[src/rtl/acc_alu_pkg.sv]
package acc_alu_pkg;
   localparam int unsigned SEL_W = 4;

   localparam logic [SEL_W-1:0] SEL_LOAD = 4'h0;
   localparam logic [SEL_W-1:0] SEL_ADD  = 4'h2;
   localparam logic [SEL_W-1:0] SEL_SUB  = 4'h3;
   localparam logic [SEL_W-1:0] SEL_OR   = 4'h4;
   localparam logic [SEL_W-1:0] SEL_AND  = 4'h5;
   localparam logic [SEL_W-1:0] SEL_XOR  = 4'h6;
   localparam logic [SEL_W-1:0] SEL_ROR  = 4'h7;
   localparam logic [SEL_W-1:0] SEL_SWAP = 4'h8;

   function automatic logic writes_carry(input logic [SEL_W-1:0] s);
      return (s == SEL_ADD) || (s == SEL_SUB) || (s == SEL_ROR);
   endfunction
endpackage

[src/rtl/acc_alu_arith.sv]
module acc_alu_arith #(
   parameter int unsigned DATA_W       = 16,
   parameter bit          SHARED_ADDER = 1'b1
) (
   input  logic [DATA_W-1:0] a_i,
   input  logic [DATA_W-1:0] b_i,
   input  logic              is_sub_i,
   output logic [DATA_W-1:0] res_o,
   output logic              c17_o
);
   localparam int unsigned EXT_W = DATA_W + 1;

   generate
      if (SHARED_ADDER) begin : g_shared
         // One adder: subtraction adds the inverted operand plus one.
         // The carry out of that sum is the inverse of the borrow.
         logic [DATA_W-1:0] b_eff;
         logic [EXT_W-1:0]  wide;
         assign b_eff = is_sub_i ? ~b_i : b_i;
         assign wide  = {1'b0, a_i} + {1'b0, b_eff} + EXT_W'(is_sub_i);
         assign res_o = wide[DATA_W-1:0];
         assign c17_o = wide[DATA_W] ^ is_sub_i;
      end else begin : g_split
         logic [EXT_W-1:0] sum_w;
         logic [EXT_W-1:0] dif_w;
         assign sum_w = {1'b0, a_i} + {1'b0, b_i};
         assign dif_w = {1'b0, a_i} - {1'b0, b_i};
         assign res_o = is_sub_i ? dif_w[DATA_W-1:0] : sum_w[DATA_W-1:0];
         assign c17_o = is_sub_i ? dif_w[DATA_W] : sum_w[DATA_W];
      end
   endgenerate
endmodule

[src/rtl/acc_alu_logic.sv]
module acc_alu_logic #(
   parameter int unsigned DATA_W = 16
) (
   input  logic [DATA_W-1:0] a_i,
   input  logic [DATA_W-1:0] b_i,
   input  logic [1:0]        fn_i,
   output logic [DATA_W-1:0] res_o
);
   // fn_i: 0 OR, 1 AND, 2 XOR, 3 operand pass-through
   always_comb begin
      unique case (fn_i)
         2'd0:    res_o = a_i | b_i;
         2'd1:    res_o = a_i & b_i;
         2'd2:    res_o = a_i ^ b_i;
         default: res_o = b_i;
      endcase
   end
endmodule

[src/rtl/acc_alu_shift.sv]
module acc_alu_shift #(
   parameter int unsigned DATA_W = 16
) (
   input  logic [DATA_W-1:0] b_i,
   input  logic              cin_i,
   output logic [DATA_W-1:0] ror_o,
   output logic              ror_c_o,
   output logic [DATA_W-1:0] swap_o
);
   localparam int unsigned HALF = DATA_W / 2;

   assign ror_o   = {cin_i, b_i[DATA_W-1:1]};
   assign ror_c_o = b_i[0];

   for (genvar i = 0; i < HALF; i++) begin : g_swap
      assign swap_o[i]        = b_i[i + HALF];
      assign swap_o[i + HALF] = b_i[i];
   end
endmodule

[src/rtl/acc_alu.sv]
module acc_alu
   import acc_alu_pkg::*;
#(
   parameter int unsigned DATA_W       = 16,
   parameter bit          SHARED_ADDER = 1'b1
) (
   input  logic [DATA_W-1:0] acc_i,
   input  logic [DATA_W-1:0] mem_i,
   input  logic              carry_i,
   input  logic [SEL_W-1:0]  sel_i,
   output logic [DATA_W-1:0] result_o,
   output logic              carry_o,
   output logic              carry_we_o
);
   generate
      if (DATA_W < 2 || (DATA_W % 2) != 0) begin : g_bad_width
         $error("acc_alu: DATA_W must be even and at least 2");
      end
   endgenerate

   logic [DATA_W-1:0] arith_res;
   logic              arith_c;
   logic [DATA_W-1:0] logic_res;
   logic [DATA_W-1:0] ror_res;
   logic              ror_c;
   logic [DATA_W-1:0] swap_res;
   logic [1:0]        logic_fn;

   acc_alu_arith #(.DATA_W(DATA_W), .SHARED_ADDER(SHARED_ADDER)) u_arith (
      .a_i      (acc_i),
      .b_i      (mem_i),
      .is_sub_i (sel_i == SEL_SUB),
      .res_o    (arith_res),
      .c17_o    (arith_c)
   );

   always_comb begin
      unique case (sel_i)
         SEL_OR:  logic_fn = 2'd0;
         SEL_AND: logic_fn = 2'd1;
         SEL_XOR: logic_fn = 2'd2;
         default: logic_fn = 2'd3;
      endcase
   end

   acc_alu_logic #(.DATA_W(DATA_W)) u_logic (
      .a_i   (acc_i),
      .b_i   (mem_i),
      .fn_i  (logic_fn),
      .res_o (logic_res)
   );

   acc_alu_shift #(.DATA_W(DATA_W)) u_shift (
      .b_i     (mem_i),
      .cin_i   (carry_i),
      .ror_o   (ror_res),
      .ror_c_o (ror_c),
      .swap_o  (swap_res)
   );

   always_comb begin
      result_o   = acc_i;
      carry_o    = carry_i;
      carry_we_o = 1'b0;
      unique case (sel_i)
         SEL_ADD, SEL_SUB: begin
            result_o   = arith_res;
            carry_o    = arith_c;
            carry_we_o = 1'b1;
         end
         SEL_ROR: begin
            result_o   = ror_res;
            carry_o    = ror_c;
            carry_we_o = 1'b1;
         end
         SEL_SWAP: result_o = swap_res;
         SEL_LOAD, SEL_OR, SEL_AND, SEL_XOR: result_o = logic_res;
         default: ;
      endcase
   end
endmodule

[config.mk]
export PLATFORM = sky130hd
export DESIGN_NAME = acc_alu
export DESIGN_NICKNAME = d
export VERILOG_FILES = /design/src/rtl/acc_alu_pkg.sv /design/src/rtl/acc_alu_arith.sv /design/src/rtl/acc_alu_logic.sv /design/src/rtl/acc_alu_shift.sv /design/src/rtl/acc_alu.sv
export SDC_FILE = /design/constraint.sdc
export NUM_CORES = 1
export LEC_CHECK = 0
export BUFFER_PORTS_ARGS = -buffer_cell sky130_fd_sc_hd__buf_2
export CAP_MARGIN = 5
export CORE_MARGIN = 2
export CORE_UTILIZATION = 50
export DETAILED_ROUTE_END_ITERATION = 10
export PLACE_DENSITY = 0.86
export SLEW_MARGIN = 5
export SYNTH_ARGS = -nofsm -noshare
export SYNTH_HDL_FRONTEND = slang
export SYNTH_SLANG_ARGS = --single-unit
[constraint.sdc]
create_clock -name vclk -period 3.1
set_input_delay 0.31 -clock vclk [all_inputs]
set_output_delay 0.31 -clock vclk [all_outputs]
set_load 0.05 [all_outputs]
* Word-level counts from Yosys, hierarchy flattened
Cells that the tools add are included.
** Operators by class
- Magnitude comparators :: 0
- $mul :: 0
- Reduce and logical (&&, ||, !) cells :: 5
- Bitwise gates (word level) :: 5
- Equal/unequal tests :: 9
- Shift operators :: 0
- $add $sub $neg :: 2
- Divide/modulo/power cells :: 0
- Multiplexer cells :: 6
** Operators with widths (number)
- $pmux W16 S4 :: 1
- $pmux W16 S3 :: 1
- $add A16 B16 Y17 :: 1
- $add A17 B1 Y17 :: 1
- $and A16 B16 Y16 :: 1
- $eq A4 B3 Y1 const B :: 4
- $mux W16 :: 1
- $not A16 Y16 :: 1
- $or A16 B16 Y16 :: 1
- $xor A16 B16 Y16 :: 1
- $eq A4 B2 Y1 const B :: 2
- $pmux W2 S3 :: 1
- $eq A4 B4 Y1 const B :: 1
- $logic_not A4 Y1 :: 1
- $reduce_or A4 Y1 :: 1
- $reduce_or A3 Y1 :: 1
- $eq A2 B1 Y1 const B :: 1
- $eq A2 B2 Y1 const B :: 1
- $logic_not A2 Y1 :: 1
- $pmux W1 S2 :: 1
- $reduce_or A2 Y1 :: 1
- $mux W1 :: 1
- $xor A1 B1 Y1 :: 1
** Word-level totals
- Memories kept :: 0
- Bits in registers :: 0
- Word-level logic and storage cells :: 27
- ROM bits :: 0
- RAM bits :: 0
- Latch bits :: 0

* Longest topological paths before layout
Gate-level depths: netlist of run 1.
- Depth in word-level cells :: 6
- Depth in mapped cells :: 13
- Depth with buffers taken out :: 10

* By module
From an unflattened synthesis of run 1, not the netlist that was laid out.
** Second synthesis, totals
- Cell total of the unflattened synthesis :: 406
- Area, all modules :: 3180.6 um^2
** Modules (own cells, without submodules)
- acc_alu_logic :: area each 1039.7 um^2, times used 1, cells each 100
- acc_alu_arith :: area each 950.9 um^2, times used 1, cells each 121
- acc_alu :: area each 942.2 um^2, times used 1, cells each 152
- acc_alu_shift :: area each 247.7 um^2, times used 1, cells each 33

* Worst setup path before layout of run 1
No wires, ideal clock.
- Kind :: input-to-output
- Start point :: input port sel_i[2]
- End point :: output port result_o[9]
- Cell stages on the path :: 12
- Arrival :: 4367 ps
- Buffers on the path :: 3
- Slack :: -1577 ps
- Cell sequence :: buf_2 > nor4bb_2 > buf_6 > buf_2 > xnor2_1 > ha_1 > and3_1 > a311o_2 > nand3_2 > a21oi_2 > o211a_1 > a2111oi_1
** Between the ends
- Word-level cells in the longest chain between the ends :: 5
** Ends and longest elaborated chain
- start, declared :: RTL line acc_alu.sv:10 : input logic [SEL_W-1:0] sel_i,
- $eq A4 B2 Y1 / $eq A4 B3 Y1 (equally long branches) :: RTL line acc_alu.sv:32, acc_alu.sv:65, acc_alu.sv:38
- $mux W16 / $pmux W2 S3 (equally long branches) :: RTL line acc_alu_arith.sv:19, acc_alu.sv:38
- $add A16 B16 Y17 (tied with other cells) :: RTL line acc_alu_arith.sv:20 : assign wide = {1'b0, a_i} + {1'b0, b_eff} + EXT_W'(is_sub_i);
- $add A17 B1 Y17 / $pmux W16 S3 (equally long branches) :: RTL line acc_alu_arith.sv:20, acc_alu_logic.sv:11
- $pmux W16 S4 * :: RTL line acc_alu.sv:65 : unique case (sel_i)
- end, declared :: RTL line acc_alu.sv:11 : output logic [DATA_W-1:0] result_o,
Mark *: on every way between the ends. The rest lies on a longest branch, timed or not.

* Final worst setup path of run 1
- Start point :: input port sel_i[3]
- End point :: output port result_o[14]
The elaborated chain is that of the path after synthesis.

==> results of run 1 <==
-- final timing paths --
path	slack, ps	from	end
min	1060	acc_i[14]	result_o[14]
max	-360	sel_i[3]	result_o[14]
-- critical path, cell delays in order --
cell	delay, ps
sky130_fd_sc_hd__buf_8	100
sky130_fd_sc_hd__nor4bb_4	400
sky130_fd_sc_hd__buf_6	220
sky130_fd_sc_hd__buf_6	160
sky130_fd_sc_hd__xnor2_1	90
sky130_fd_sc_hd__ha_1	410
sky130_fd_sc_hd__nand3_4	110
sky130_fd_sc_hd__o211ai_1	260
sky130_fd_sc_hd__a31o_2	280
sky130_fd_sc_hd__a31oi_4	110
sky130_fd_sc_hd__mux2_4	310
sky130_fd_sc_hd__a221oi_4	200
sky130_fd_sc_hd__buf_6	190
-- routing by layer --
metal / wire length, µm / GRT usage [%] / vias up
li1: - / - / 1633
met1: 4280 / 39.6 / 1737
met2: 5490 / 58.8 / 388
met3: 1510 / 5.41 / 117
met4: 916 / 17.0 / 0
met5: 0 / 0 / -
-- repair_timing --
item / CTS / global route
resized for setup: 49 / 35
buffers inserted: 8 / 14
hold buffers: 0 / 0
setup endpoints to repair: 12 / 12
pin swaps: 16 / 30
-- through the flow --
| step | total power [mW] | instances | area (µm²) |
|---|---|---|---|
| finish | 0.984 | 557 | 4050 |
| global route | 1.03 | 557 | 4050 |
| CTS | 0.846 | 545 | 3790 |
| detailed placement | 0.766 | 538 | 3520 |
| global placement | 0.746 | 538 | 3520 |
| floorplan | 0.517 | 378 | 2840 |
-- power by group --
group	internal [mW]	switching, mW	leakage (nW)
sequential	0	0	0
clock	0	0	0
combinational	0.415	0.569	1.94
total	0.415	0.569	1.94
-- cells in the final DEF, fill, tap and decap left out, types with 5 or more instances in the layout --
cell                       instances
sky130_fd_sc_hd__inv_1            50
sky130_fd_sc_hd__a21oi_1          15
sky130_fd_sc_hd__o21ai_0          19
sky130_fd_sc_hd__ha_1             45
sky130_fd_sc_hd__a21o_1            6
sky130_fd_sc_hd__a31oi_1          14
sky130_fd_sc_hd__o22ai_1          13
sky130_fd_sc_hd__nand2_1          16
sky130_fd_sc_hd__buf_4            67
sky130_fd_sc_hd__a21oi_4           5
sky130_fd_sc_hd__a222oi_1          7
sky130_fd_sc_hd__xnor2_2           6
sky130_fd_sc_hd__buf_6            23
sky130_fd_sc_hd__mux2i_1           9
sky130_fd_sc_hd__nor2_1           14
sky130_fd_sc_hd__xnor2_1          11
sky130_fd_sc_hd__buf_2            40
sky130_fd_sc_hd__nand3_1           6
sky130_fd_sc_hd__a221o_1           6
sky130_fd_sc_hd__o211ai_1         16
sky130_fd_sc_hd__nand2b_1         13
-- cells in the mapped netlist, drive strengths merged, types with 4 or more instances --
| library cell | count |
|---|---|
| inv | 51 |
| ha | 49 |
| a21oi | 23 |
| o21ai | 23 |
| xnor2 | 19 |
| nand2 | 17 |
| a31oi | 16 |
| o211ai | 16 |
| nor2 | 15 |
| nand2b | 13 |
| o22ai | 13 |
| buf | 12 |
| clkbuf | 12 |
| mux2i | 9 |
| nand3 | 8 |
| a222oi | 7 |
| a21o | 6 |
| a221o | 6 |
| and2 | 5 |
| nor3 | 5 |
| a211oi | 4 |
| a221oi | 4 |
-- cells by family after synthesis --
| kind of cell | synth area share, % |
|---|---|
| mux | 3.80 |
| xor+xnor | 6.57 |
| simple gates | 16.6 |
| buf+inv | 11.3 |
| fa+ha+maj | 24.2 |
| compound gates | 37.6 |
-- final cells by class --
type | count | area (µm²) | share of cell area [%]
inverters | 51 | 191 | 4.73
multi-input cells | 303 | 2770 | 68.3
well taps | 70 | 87.6 | 2.16
repair buffers | 133 | 1000 | 24.8
==> results.py, run 1 <==
metrics = {
    "critical_path": {
        "kind_of_critical_path": "input port to output pin",
        "required_ps": 2790,
        "critPathMaxFanout": 6,
        "critical_path_at_ps": 3150,
        "critPathCaptureType": "output pin",
        "timing.critical_path.from_type": "input port",
    },
    "min_path": {
        "min_path_cells": 4,
        "hold_path_class": "input port to output pin",
    },
    "global_route": {
        "grt_pass1_wl_um": 16600,
        "grt_max_degree": 43,
        "grt_pass1_vias": 3621,
        "grt_antenna_before_repair": 0,
        "globalRouteOverflowTotal": 0,
        "overall_global_routing_resource_usage_pct": 33.6,
    },
    "finish": {
        "fill_cells": 334,
        "final_core_utilization_pct": 78.8,
        "syn2layout_area_growth_pct": 51.9,
        "share_of_layout_cells_above_drive_strength_1_pct": 38.6,
        "finish.net_count": 576,
        "layout.sequential_cells": 0,
        "antenna_cells_inserted": 0,
        "n_clock_buffer": 0,
        "sequential_cell_area_um2": 0,
    },
    "timing": {
        "timing.final.hold_violations": 0,
        "setup_ws_ps": -357,
        "fin_crit_ps": 3460,
        "setup_violations": 14,
        "slew_headroom_pct": 62.4,
        "rsz0062_at_grt": "true",
        "fin_hold_ws_ps": 1060,
        "finalMaxSlewViolations": 0,
        "period_utilisation_layout_pct": 112,
        "achievable-frequency_ghz": 0.289,
        "max_slew.worst_pin.slew_ps": 564,
        "final.setup.tns_ps": -2750,
    },
    "placement": {
        "place_congestion": 0.966,
        "place_worst_setup_slack_ps": -350,
        "dp.final_hpwl_um": 7130,
        "buffer_ports.inserted": 55,
    },
    "detailed_routing": {
        "wirelength_um": 12200,
        "iteration_count_of_the_initial_detailed_routing_pass": 7,
        "vias_per_cell": 6.96,
        "route.vias.total": 3875,
        "ant_nets": 0,
        "drc_errors": 0,
        "route.detailed.wl_per_inst_um": 21.9,
        "detail_route.iter0.violations": 813,
    },
    "floorplan": {
        "floorplan.die_area_um2": 5930,
        "die-width_um": 77.0,
        "io-pin-count": 55,
        "floorplan.initialDensity_pct": 51.9,
        "die_height_um": 77.0,
        "placement_rows": 26,
        "core_area_um2": 5140,
    },
    "synth": {
        "mappedNetlistArea_um2": 2670,
        "number_of_nets_produced_by_synthesis": 465,
        "synth-seq-area-share_pct": 0,
        "post_synthesis_area_per_instance_um2": 7.05,
        "netlist_top_cells_area": "sky130_fd_sc_hd__ha_1 23%, sky130_fd_sc_hd__inv_1 7.0%, sky130_fd_sc_hd__xnor2_1 6.2%",
        "synth_warnings": 0,
        "synthDominantCellAreaShare_pct": 23.0,
        "synthDominantAreaCellType": "sky130_fd_sc_hd__ha_1",
        "synth_cell_type_count": 61,
        "syn_inst": 378,
    },
    "status": {
        "status": "complete, but fails checks",
        "failing_checks": "negative setup slack",
    },
    "job": {
        "maxCapViolCount": 0,
    },
    "power_and_ir_drop": {
        "irDropWorstVdd_v": 0.000163,
        "powerDensity_nw_per_um2": 243,
        "cellLeakagePower_nw": 1.94,
    },
}
(Power assumes the default switching activity.)
==> inputs of run 2 (changes only) <==
- clock period: 3.1 -> 2.8 ns (I/O delays scaled with it)
==> run 2 against run 1 <==
Compared with the run above:
- the run still ends with negative setup slack left
- routed wire length rose by 13%
- worst hold slack got worse by 54 ps
- design area is 7.4% higher
- combinational power increased by 19%
- critical path depth up 3
- flip-flop and latch count unchanged
- first-iteration DRC count is 12% lower
- sequential share of layout area unchanged
- utilization increased by 5.8 points
- critical path type unchanged
- critical endpoint is now result_o[10]
- largest power group unchanged
==> results.py, run 2 (synthesis gave the netlist of run 1 again) <==
metrics = {
    "timing": {
        "achievable-frequency_ghz": 0.297,
        "final.setup.tns_ps": -4890,
        "rsz0062_at_grt": "true",
        "max_slew.worst_pin.slew_ps": 510,
        "slew_headroom_pct": 66.0,
        "setup_violations": 13,
        "period_utilisation_layout_pct": 120,
        "fin_hold_ws_ps": 1010,
        "finalMaxSlewViolations": 0,
        "fin_crit_ps": 3360,
        "setup_ws_ps": -562,
        "timing.final.hold_violations": 0,
    },
    "detailed_routing": {
        "detail_route.iter0.violations": 718,
        "wirelength_um": 13800,
        "drc_errors": 0,
        "ant_nets": 0,
        "vias_per_cell": 7.14,
        "route.vias.total": 4105,
        "iteration_count_of_the_initial_detailed_routing_pass": 6,
        "route.detailed.wl_per_inst_um": 24.0,
    },
    "finish": {
        "layout.sequential_cells": 0,
        "sequential_cell_area_um2": 0,
        "syn2layout_area_growth_pct": 63.1,
        "final_cell_mix": "88 x sky130_fd_sc_hd__buf_4, 50 x sky130_fd_sc_hd__inv_1, 40 x sky130_fd_sc_hd__ha_1",
        "n_clock_buffer": 0,
        "fill_cells": 283,
        "finish.net_count": 593,
        "final_cell_area_um2": 4350,
        "most_common_cell_after_layout_fill_and_taps_aside": "sky130_fd_sc_hd__buf_4",
        "multi_input_area_um2": 2920,
        "final_core_utilization_pct": 84.6,
        "share_of_layout_cells_above_drive_strength_1_pct": 43.8,
    },
    "placement": {
        "dp.final_hpwl_um": 7910,
        "place_congestion": 0.971,
        "postPlaceCellArea_um2": 3710,
        "buffer_ports.inserted": 55,
    },
    "floorplan": {
        "io-pin-count": 55,
        "placement_rows": 26,
        "die_height_um": 77.0,
        "floorplan.initialDensity_pct": 51.9,
        "floorplan.die_area_um2": 5930,
        "die-width_um": 77.0,
        "core_area_um2": 5140,
    },
    "global_route": {
        "grt_max_degree": 43,
        "overall_global_routing_resource_usage_pct": 37.7,
        "grt_pass1_vias": 3837,
        "grt_antenna_before_repair": 1,
        "grt_pass1_wl_um": 18400,
        "globalRouteOverflowTotal": 0,
    },
    "job": {
        "maxCapViolCount": 0,
    },
    "status": {
        "status": "complete, but fails checks",
        "failing_checks": "negative setup slack",
    },
    "critical_path": {
        "timing.critical_path.from_type": "input port",
        "critPathMaxFanout": 4,
        "kind_of_critical_path": "input port to output pin",
        "critPathCaptureType": "output pin",
        "required_ps": 2520,
        "critical_path_at_ps": 3080,
    },
    "power_and_ir_drop": {
        "cellLeakagePower_nw": 2.04,
        "totalPowerFinal_mw": 1.17,
        "irDropWorstVdd_v": 0.000187,
        "powerDensity_nw_per_um2": 270,
    },
    "min_path": {
        "hold_path_class": "input port to output pin",
    },
}
run 2: per-stage QoR:
step,instances,setup slack (ps)
after floorplan,378,-457
after global placement,561,-506
after detailed placement,561,-573
after CTS,566,-419
after global routing,575,-609
final,575,-562
run 2: area by class of cell:
class,count,share of cell area [%]
inverter,51,4.40
tap,70,2.01
antenna,1,0.0575
timing repair buffer,150,26.3
multi-input combinational,303,67.2
run 2: where the power goes:
| group | leakage [nW] | switching (mW) | internal, mW |
|---|---|---|---|
| Sequential | 0 | 0 | 0 |
| Combinational | 2.04 | 0.676 | 0.497 |
| Clock | 0.00000634 | 0 | 0.0000000478 |
| Total | 2.04 | 0.676 | 0.497 |
run 2: routing by layer:
| layer | share of wire, % | routed length [µm] | GRT usage [%] |
|---|---|---|---|
| met1 | 34 | 4750 | 45.7 |
| met2 | 44 | 6080 | 64.3 |
| met3 | 13 | 1800 | 4.59 |
| met4 | 8.5 | 1170 | 20.9 |
| met5 | 0 | 0 | 0 |
run 2: worst paths after layout:
check      endpoint  cells after the start  startpoint  slack (ps)
max    result_o[10]                     16    sel_i[2]        -560
min    result_o[14]                      4   acc_i[14]        1010
run 2: what timing repair did:
action / in CTS / in global routing
pin swaps: 14 / 30
setup buffers: 4 / 11
hold buffers: 0 / 0
resized for setup: 59 / 48
cloned: 1 / 0
setup endpoints to repair: 13 / 15
run 2: worst max-delay path: stages:
cell and delay [ps]:
sky130_fd_sc_hd__buf_8 100, sky130_fd_sc_hd__nor4bb_4 280, sky130_fd_sc_hd__buf_6 160, sky130_fd_sc_hd__buf_4 120, sky130_fd_sc_hd__buf_6 120, sky130_fd_sc_hd__nand2_1 60
sky130_fd_sc_hd__o21ai_1 130, sky130_fd_sc_hd__fa_2 270, sky130_fd_sc_hd__a21oi_2 90, sky130_fd_sc_hd__o211ai_1 270, sky130_fd_sc_hd__a31o_2 280, sky130_fd_sc_hd__buf_6 170
sky130_fd_sc_hd__a31oi_2 140, sky130_fd_sc_hd__buf_4 170, sky130_fd_sc_hd__a211oi_4 230, sky130_fd_sc_hd__buf_6 190
==> inputs of run 3 (changes only) <==
- CORE_UTILIZATION: 50 -> 35
- PLACE_DENSITY: 0.86 -> 0.66
==> run 3 against run 2 <==
Compared with the run above:
- design area is 1.4% lower
- non-clock buffer count is 5 higher
- die area is 40% higher
- total power is 9.3% lower
- count of clock-buffer cells in the layout stayed put
- combinational power is 9% lower
- maximum frequency is 2.4% higher
- the run still ends with negative setup slack left
- largest cell class unchanged
- highest routed layer unchanged
- routed wire length is 26% lower
- worst hold slack hardly changed
==> results.py, run 3 (synthesis gave the netlist of run 1 again) <==
metrics = {
    "timing": {
        "fin_crit_ps": 3280,
        "rsz0062_at_grt": "true",
        "max_slew.worst_pin.slew_ps": 500,
        "period_utilisation_layout_pct": 117,
        "timing.final.hold_violations": 0,
        "slew_headroom_pct": 66.7,
        "finalMaxSlewViolations": 0,
        "achievable-frequency_ghz": 0.305,
        "setup_violations": 13,
        "setup_ws_ps": -482,
    },
    "status": {
        "failing_checks": "negative setup slack",
        "status": "complete, but fails checks",
    },
    "detailed_routing": {
        "route.met3.wl_um": 589,
        "wirelength_um": 10100,
        "met1_length_um": 4480,
        "vias_per_cell": 5.75,
        "dr.max_layer_used": "met4",
        "detail_route.iter0.violations": 248,
        "iteration_count_of_the_initial_detailed_routing_pass": 6,
        "ant_nets": 0,
        "route.vias.total": 3495,
        "route.detailed.wl_per_inst_um": 16.7,
        "drc_errors": 0,
        "detailroute.wirelength.met2_um": 4780,
    },
    "floorplan": {
        "floorplan.die_area_um2": 8330,
        "die-width_um": 91.3,
        "io-pin-count": 55,
        "floorplan.initialDensity_pct": 36.4,
        "core_area_um2": 7330,
        "die_height_um": 91.3,
        "placement_rows": 31,
    },
    "global_route": {
        "grt_antenna_before_repair": 0,
        "grt_max_degree": 43,
        "grt_pass1_vias": 3389,
        "overall_global_routing_resource_usage_pct": 23.7,
        "grt_pass1_wl_um": 16600,
        "globalRouteOverflowTotal": 0,
    },
    "power_and_ir_drop": {
        "irDropWorstVdd_v": 0.000140,
        "cellLeakagePower_nw": 2.05,
        "totalPowerFinal_mw": 1.06,
        "powerDensity_nw_per_um2": 248,
    },
    "critical_path": {
        "timing.critical_path.cells": "buf_8, nor4bb_4, buf_12, xnor2_2, ha_1, and2_4, a221o_1, buf_4, a211o_1, a31oi_2, mux2i_1, buf_4, o21ai_4, buf_6",
        "critPathCaptureType": "output pin",
        "critical_path_at_ps": 3000,
        "worst_path_largest_cell_delay_ps": 330,
        "critPathSlowestCell": "sky130_fd_sc_hd__nor4bb_4",
        "required_ps": 2520,
        "kind_of_critical_path": "input port to output pin",
        "critPathMaxFanout": 5,
        "timing.critical_path.from_type": "input port",
        "critical-path-top-cell-by-count": "sky130_fd_sc_hd__buf_4",
    },
    "finish": {
        "multi_input_area_um2": 2780,
        "fill_cells": 665,
        "finish.net_count": 598,
        "share_of_layout_cells_above_drive_strength_1_pct": 42.4,
        "final_cell_area_um2": 4290,
        "final_cell_mix": "95 x sky130_fd_sc_hd__buf_4, 50 x sky130_fd_sc_hd__inv_1, 45 x sky130_fd_sc_hd__ha_1",
        "layout.sequential_cells": 0,
        "n_clock_buffer": 0,
        "antenna_cells_inserted": 0,
        "sequential_cell_area_um2": 0,
        "most_common_cell_after_layout_fill_and_taps_aside": "sky130_fd_sc_hd__buf_4",
        "syn2layout_area_growth_pct": 60.9,
    },
    "placement": {
        "buffer_ports.inserted": 55,
        "postPlaceCellArea_um2": 3790,
        "place_congestion": 0.961,
        "dp.final_hpwl_um": 7710,
        "place_worst_setup_slack_ps": -577,
    },
    "min_path": {
        "hold_path_class": "input port to output pin",
    },
    "job": {
        "maxCapViolCount": 0,
    },
    "clock_tree": {
        "holdBufCountCts": 0,
    },
}
==> run 3: critical path: cells and delay by family <==
family	cells	cell delay, ps
AO/OA/AOI/OAI	4	800
buffers and inverters	5	750
AND/OR/NAND/NOR	2	490
adder cells (fa/ha/maj)	1	290
multiplexers	1	250
XOR/XNOR	1	130
==> run 3: timing repair <==
action / in CTS / in global routing
setup endpoints to repair: 14 / 17
pin swaps: 25 / 25
buffers inserted: 13 / 4
gates resized for setup: 61 / 21
==> run 3: layer usage <==
layer | global-route usage, % | vias up
li1 | - | 1676
met1 | 31.0 | 1660
met2 | 40.4 | 135
met3 | 3.15 | 24
met4 | 7.07 | 0
met5 | 0 | -
==> run 3: path summary, 6_finish.rpt <==
path | from | endpoint | slack (ps) | cells after the start
worst max-delay path | sel_i[3] | carry_o | -480 | 14
worst min-delay path | acc_i[14] | result_o[14] | 1010 | 4
==> run 3: through the flow <==
stage | hold slack [ps] | cells | setup TNS (ps) | util, %
CTS | 1010 | 604 | -3510 | 57.0
finish | 1010 | 608 | -4210 | 58.5
detailed placement | 1060 | 592 | -5060 | 51.7
floorplan | 781 | 378 | -3220 | -
global route | 1020 | 608 | -5860 | 58.5
global placement | 1060 | 592 | -4430 | 51.7
==> run 3: area by class of cell <==
| class | instances | area share (%) |
|---|---|---|
| timing repair buffer | 155 | 27.8 |
| tap | 99 | 2.89 |
| inverter | 51 | 4.46 |
| multi-input combinational | 303 | 64.9 |
==> run 3: where the power goes <==
part / switching [mW] / leakage (nW) / internal [mW]
combinational: 0.584 / 2.05 / 0.481
sequential: 0 / 0 / 0
clock: 0 / 0 / 0
